[src/rtl/atomic_rmw_engine.sv]
module atomic_rmw_engine #(
  parameter int ADDR_W = 40,
  parameter int DATA_W = 64,
  parameter int UID_W  = 5,
  parameter int TAG_W  = 5,
  parameter int CNT_W  = 4
) (
  input  logic              clk,
  input  logic              rst_n,
  input  logic              req_valid,
  output logic              req_ready,
  input  logic [ADDR_W-1:0] req_addr,
  input  logic [CNT_W-1:0]  req_count,
  input  logic [UID_W-1:0]  req_unit,
  input  logic [TAG_W-1:0]  req_tag,
  input  logic [DATA_W-1:0] req_operand,
  input  logic [DATA_W-1:0] req_compare,
  output logic              mem_en,
  output logic              mem_we,
  output logic [ADDR_W-4:0] mem_addr,
  output logic [DATA_W-1:0] mem_wdata,
  input  logic [DATA_W-1:0] mem_rdata,
  input  logic              ext_valid,
  input  logic [ADDR_W-1:0] ext_addr,
  output logic              ext_stall,
  output logic              rsp_valid,
  output logic [5:0]        rsp_cmd,
  output logic [UID_W-1:0]  rsp_unit,
  output logic [TAG_W-1:0]  rsp_tag,
  output logic              rsp_bridge,
  output logic              rsp_isoc,
  output logic              rsp_passpw,
  output logic              rsp_compat,
  output logic              rsp_error,
  output logic              rsp_nxa,
  output logic [CNT_W-1:0]  rsp_count,
  output logic [DATA_W-1:0] rsp_data
);

  localparam int QA_W = ADDR_W - 3;
  localparam logic [CNT_W-1:0] CODE_ADD  = CNT_W'(1);
  localparam logic [CNT_W-1:0] CODE_SWAP = CNT_W'(3);

  typedef enum logic [2:0] {S_IDLE, S_READ, S_WAIT, S_WRITE, S_RESP} state_t;

  state_t            state;
  logic [QA_W-1:0]   word_q;
  logic [UID_W-1:0]  unit_q;
  logic [TAG_W-1:0]  tag_q;
  logic [DATA_W-1:0] opnd_q;
  logic [DATA_W-1:0] cmp_q;
  logic [DATA_W-1:0] orig_q;
  logic              swap_op_q;
  logic              err_q;

  logic code_ok;
  logic locked;
  logic do_write;
  logic unused_low_bits;

  assign code_ok         = (req_count == CODE_ADD) || (req_count == CODE_SWAP);
  assign locked          = (state == S_READ) || (state == S_WAIT) || (state == S_WRITE);
  assign do_write        = !swap_op_q || (cmp_q > orig_q);
  assign unused_low_bits = ^{req_addr[2:0], ext_addr[2:0]};

  always_ff @(posedge clk) begin
    if (!rst_n) begin
      state     <= S_IDLE;
      word_q    <= '0;
      unit_q    <= '0;
      tag_q     <= '0;
      opnd_q    <= '0;
      cmp_q     <= '0;
      orig_q    <= '0;
      swap_op_q <= 1'b0;
      err_q     <= 1'b0;
    end else begin
      case (state)
        S_IDLE: if (req_valid) begin
          word_q    <= req_addr[ADDR_W-1:3];
          unit_q    <= req_unit;
          tag_q     <= req_tag;
          opnd_q    <= req_operand;
          cmp_q     <= req_compare;
          orig_q    <= '0;
          swap_op_q <= (req_count == CODE_SWAP);
          err_q     <= !code_ok;
          state     <= code_ok ? S_READ : S_RESP;
        end
        S_READ:  state <= S_WAIT;
        S_WAIT: begin
          orig_q <= mem_rdata;
          state  <= S_WRITE;
        end
        S_WRITE: state <= S_RESP;
        default: state <= S_IDLE;
      endcase
    end
  end

  assign req_ready = (state == S_IDLE);

  assign mem_en    = (state == S_READ) || ((state == S_WRITE) && do_write);
  assign mem_we    = (state == S_WRITE) && do_write;
  assign mem_addr  = word_q;
  assign mem_wdata = swap_op_q ? opnd_q : (orig_q + opnd_q);

  assign ext_stall = ext_valid && locked && (ext_addr[ADDR_W-1:3] == word_q);

  assign rsp_valid  = (state == S_RESP);
  assign rsp_cmd    = 6'b110000;
  assign rsp_unit   = unit_q;
  assign rsp_tag    = tag_q;
  assign rsp_bridge = 1'b1;
  assign rsp_isoc   = 1'b0;
  assign rsp_passpw = 1'b0;
  assign rsp_compat = 1'b0;
  assign rsp_error  = err_q;
  assign rsp_nxa    = 1'b0;
  assign rsp_count  = CODE_ADD;
  assign rsp_data   = orig_q;

endmodule

[config.mk]
export PLATFORM = sky130hd
export DESIGN_NAME = atomic_rmw_engine
export DESIGN_NICKNAME = d
export VERILOG_FILES = /design/src/rtl/atomic_rmw_engine.sv
export SDC_FILE = /design/constraint.sdc
export NUM_CORES = 1
export LEC_CHECK = 0
export CORE_AREA = 2 2 188 190
export CTS_BUF_LIST = sky130_fd_sc_hd__clkbuf_2
export DETAILED_ROUTE_END_ITERATION = 12
export DIE_AREA = 0 0 190 192
export DONT_BUFFER_PORTS = 1
export PLACE_DENSITY_LB_ADDON = 0.12
export SLEW_MARGIN = 5
export SYNTH_ARGS = -nofsm -noshare
export SYNTH_HDL_FRONTEND = slang
export SYNTH_SLANG_ARGS = --single-unit
[constraint.sdc]
create_clock -name clk -period 4 [get_ports clk]
set_clock_uncertainty 0.1 [all_clocks]
set_input_delay 0.2 -clock clk [delete_from_list [all_inputs] [get_ports clk]]
set_output_delay 0.2 -clock clk [all_outputs]
set_load 0.01 [all_outputs]
==> run_results.csv, run 1 <==
group,metric,value,unit
yosys,synth.avg_cell_area,7.54,um2
status,haltStage,"4_1_cts",
clock_network,clock_sinks,244,
yosys,syn_area,0.0154,mm2
clock_network,cts.path.max_buffers,3,
place,hpwlAfterDp,38000,um
die,fp-row-count,68,
place,portBuffers,0,
yosys,synth_edf_count,0,
status,status,"did not finish",
die,ios,486,
yosys,ys_ff_latch,244,
place,globalplace.congestion,0.894,
yosys,synth_warnings,0,
die,die_x,190,um
clock_network,cts_hold_buf,518,
yosys,synth_cell_types,60,
die,die_h,192,um
die,start_util,0.450,
clock_network,cts_resized,154,
yosys,synthFlopType,"dfxtp_1",
yosys,ys_seq_area_frac,0.316,
clock_network,root_buffer,"clkbuf_2",
clock_network,cts_setup_buffers,16,
clock_network,cts-buffers-inserted,69,
status,first-error,"[ERROR RSZ-0060] Max buffer count reached.",
yosys,async_flop_share,0,
yosys,synthCells,2049,
place,dp_slack,0.00268,ns
clock_network,htreeDepth,3,
==> synth_stat cells (35+ instances only) <==
master | count | share of area
a21boi_0 | 241 | 0.12
a21o_1 | 60 | 0.029
a21oi_1 | 95 | 0.031
clkbuf_1 | 127 | 0.031
dfxtp_1 | 244 | 0.32
ha_1 | 127 | 0.10
inv_1 | 84 | 0.020
nand2_1 | 532 | 0.13
nand3_1 | 76 | 0.025
nand4_1 | 37 | 0.015
nor2_1 | 51 | 0.012
o21ai_0 | 98 | 0.032
xnor2_1 | 35 | 0.020
xor2_1 | 64 | 0.036
==> metrics by stage <==
stage / cell area, um2 / hold WS, ns / instances / util
2_1_floorplan: 15500 / 0.245 / 2062 / -
3_3_place_gp: 16100 / 0.246 / 2447 / 0.469
3_5_place_dp: 16100 / 0.253 / 2447 / 0.469
==> kinds of logic after synthesis <==
| logic type | share of synthesized area |
|---|---|
| buf+inv | 0.0597 |
| fa+ha+maj | 0.104 |
| other cells | 0.000486 |
| simple gates | 0.210 |
| xor+xnor | 0.0562 |
| mux | 0.00138 |
| compound gates | 0.252 |
| flops | 0.316 |
==> run 2, diff against run 1 <==
==> config.mk (replaced) <==
export PLATFORM = sky130hd
export DESIGN_NAME = atomic_rmw_engine
export DESIGN_NICKNAME = d
export VERILOG_FILES = /design/src/rtl/atomic_rmw_engine.sv
export SDC_FILE = /design/constraint.sdc
export NUM_CORES = 1
export LEC_CHECK = 0
export CORE_UTILIZATION = 40
export DETAILED_ROUTE_END_ITERATION = 12
export DONT_BUFFER_PORTS = 1
export PLACE_DENSITY_LB_ADDON = 0.15
export SLEW_MARGIN = 5
export SYNTH_ARGS = -nofsm -noshare
export SYNTH_HDL_FRONTEND = slang
export SYNTH_SLANG_ARGS = --single-unit
==> run_results.csv, run 2 <==
group,metric,value,unit
status,status,"complete, but fails checks",
status,violations,"setup timing",
cells_and_area,final_util,0.585,
clock_network,worstSkewPairLatency,0.56,ns
timing,relSlewSlack,0.268,
cells_and_area,final_area,0.0221,mm2
yosys,synthTopCellsByArea,"dfxtp_1, nand2_1, a21boi_0",
timing,fin_crit,4.36,ns
power_and_ir_drop,swShare,0.287,
die,die_area,0.0394,mm2
worst_hold_path,hp-start,"req_count[2]",
worst_setup_path,r2r_end,"swap_op_q",
yosys,async_flop_share,0,
worst_hold_path,min_to,"state[2]",
die,die_h,198,um
timing,fin_crit_sh,1.09,
die,die_x,198,um
timing,setup_viol_count_final,6,
global_routing,grt_start_max_net_pins,205,
timing,setup_tns,-1.18,ns
power_and_ir_drop,p_int,4.72,mW
worst_hold_path,hold_depth,4,
routing,via_count,16000,
clock_network,cts_tree,"yes",
timing,slew_violations,0,
worst_setup_path,worst-path-max-fanout,3,
power_and_ir_drop,comb_power_share,0.195,
die,coreArea,0.0378,mm2
timing,clock.fmax,0.230,GHz
yosys,ys_ff_latch,244,
clock_network,cts-buffers-inserted,29,
worst_setup_path,reg2reg_depth,6,
power_and_ir_drop,p_seq_frac,0.407,
die,ios,486,
yosys,synth_edf_count,0,
cells_and_area,area_delta_synth_final,43.3,%
worst_setup_path,startpoint_type,"flop",
cells_and_area,fin_nets,2917,
clock_network,root_buffer,"clkbuf_16",
yosys,synth_top_area_frac,0.316,
place,globalplace.congestion,0.872,
worst_setup_path,critPathRequiredTime,3.70,ns
clock_network,clock_sinks,244,
worst_hold_path,hold_path_class,"in2reg",
cells_and_area,finalNonFillerCells,3036,
run,cap_violations,0,
place,hpwlAfterDp,39400,um
cells_and_area,drive_gt1_frac,0.0833,
routing,drc,0,
yosys,ys_seq_area_frac,0.316,
worst_setup_path,regToRegStartpoint,"state[0]",
global_routing,grt_usage,0.284,
yosys,synth.largest_area_cell,"dfxtp_1",
routing,drtPass1Iterations,5,
routing,wire_per_inst,19.2,um
yosys,synthFlopType,"dfxtp_1",
clock_network,cts.path.max_buffers,3,
die,fp-row-count,71,
routing,routed_wl,58300,um
place,portBuffers,0,
yosys,synth.most_common_cell,"nand2_1",
place,dp_slack,-0.0161,ns
power_and_ir_drop,p_leak,9.36,nW
worst_setup_path,reg2reg_setup_slack,0.74,ns
global_routing,antenna_found_initial,4,
worst_setup_path,cp.arrival,4.06,ns
power_and_ir_drop,p_per_area,299,mW/mm2
global_routing,grt_pass1_wl,88000,um
power_and_ir_drop,finalPower,6.62,mW
worst_setup_path,crit_type,"reg2out",
yosys,synth.avg_cell_area,7.54,um2
global_routing,grt_overflow_total,0,
yosys,synthCells,2049,
yosys,synth_cell_types,60,
routing,antenna_left,0,
clock_network,path_clk_slew,0.06,ns
power_and_ir_drop,power.switching,1.90,mW
timing,fin_ws,-0.356,ns
power_and_ir_drop,power_frac_clock,0.398,
die,start_util,0.408,
place,place_area,0.0161,mm2
yosys,synth_common_cells,"nand2_1, dfxtp_1, a21boi_0, clkbuf_1, ha_1",
global_routing,grt_pass1_vias,15900,
routing,viasPerCell,5.29,
timing,tightest_slew,1.09,ns
routing,drtIter0Drc,824,
clock_network,htreeDepth,1,
power_and_ir_drop,peakVddDrop,313,uV
timing,rsz0062_at_grt,"true",
yosys,syn_area,0.0154,mm2
place,dp_cells,2501,
timing,finalHoldViolCount,0,
cells_and_area,layout_commonest_cell,"nand2_1",
timing,fin_hold_ws,0.0657,ns
cells_and_area,n_fill_cell,3389,
yosys,synth_warnings,0,
worst_setup_path,worst_setup_path_end_kind,"primary output",
cells_and_area,final_cell_mix,"nand2_1, dlygate4sd3_1, a21boi_0",
run 2: worst max path at each step:
stage	from	cells after the start	slack, ns	endpoint
after detailed placement	rsp_data[0]	16	-0.02	mem_wdata[60]
after global placement	rsp_data[0]	16	-0.04	mem_wdata[60]
after global routing	rsp_data[1]	14	-0.57	mem_wdata[63]
final	rsp_data[1]	14	-0.36	mem_wdata[63]
after CTS	rsp_data[1]	14	-0.44	mem_wdata[63]
after floorplan	rsp_data[0]	15	0.53	mem_wdata[60]
run 2: critical path, stage by stage (launching register included):
cell       delay (ns)
dfxtp_2          0.34
ha_4             0.26
a21o_1           0.13
nand4_1          0.22
a2111oi_4        0.36
nand3b_4         0.21
a21o_4           0.15
o211ai_4         0.11
o41ai_4          0.34
a21oi_2          0.12
or4_4            0.46
a211o_1          0.35
o311ai_4         0.10
xor2_1           0.19
buf_4            0.14
run 2: what timing repair did:
action                                 4_1_cts  5_1_grt
endpoints found under the hold margin      244        0
hold buffers                               464        0
buffers inserted                            11        3
gates resized for setup                     38       37
setup endpoints to repair                   22       25
pin swaps                                   24       13
run 2: kinds of logic after synthesis:
group | after synthesis | share of synthesized area
AO/OA/AOI/OAI | 580 | 0.252
flip-flops | 244 | 0.316
adder cells (fa/ha/maj) | 128 | 0.104
AND/OR/NAND/NOR | 764 | 0.210
XOR/XNOR | 99 | 0.0562
other | 2 | 0.000486
buffers and inverters | 230 | 0.0597
multiplexers | 2 | 0.00138
run 2: power by group through the flow:
| stage | combinational (mW) | sequential, mW | clock (mW) |
|---|---|---|---|
| 2_1_floorplan | 0.652 | 2.70 | 0 |
| 3_3_place_gp | 0.868 | 2.74 | 0 |
| 3_5_place_dp | 0.885 | 2.74 | 0 |
| 4_1_cts | 1.26 | 2.69 | 2.68 |
| 5_1_grt | 1.41 | 2.70 | 2.78 |
| 6_report | 1.29 | 2.69 | 2.63 |
run 2: layout make-up:
cell class | instances | area, um2 | area share
Clock inverter | 12 | 91.3 | 0.00413
Timing Repair Buffer | 552 | 5370 | 0.243
Sequential cell | 244 | 4900 | 0.221
Inverter | 84 | 315 | 0.0143
Clock buffer | 42 | 845 | 0.0382
Multi-Input combinational cell | 1588 | 9950 | 0.450
Antenna cell | 3 | 7.51 | 0.000339
Tap cell | 511 | 639 | 0.0289
run 2: per-layer routing:
| layer | track usage | vias to the layer above | routed length (um) |
|---|---|---|---|
| met2 | 0.503 | 512 | 28300 |
| li1 | - | 7871 | - |
| met3 | 0.0610 | 101 | 3650 |
| met1 | 0.331 | 7562 | 23800 |
| met4 | 0.115 | 2 | 2530 |
| met5 | 0 | - | 13 |
Note: power is estimated with default switching activity, not from simulation.
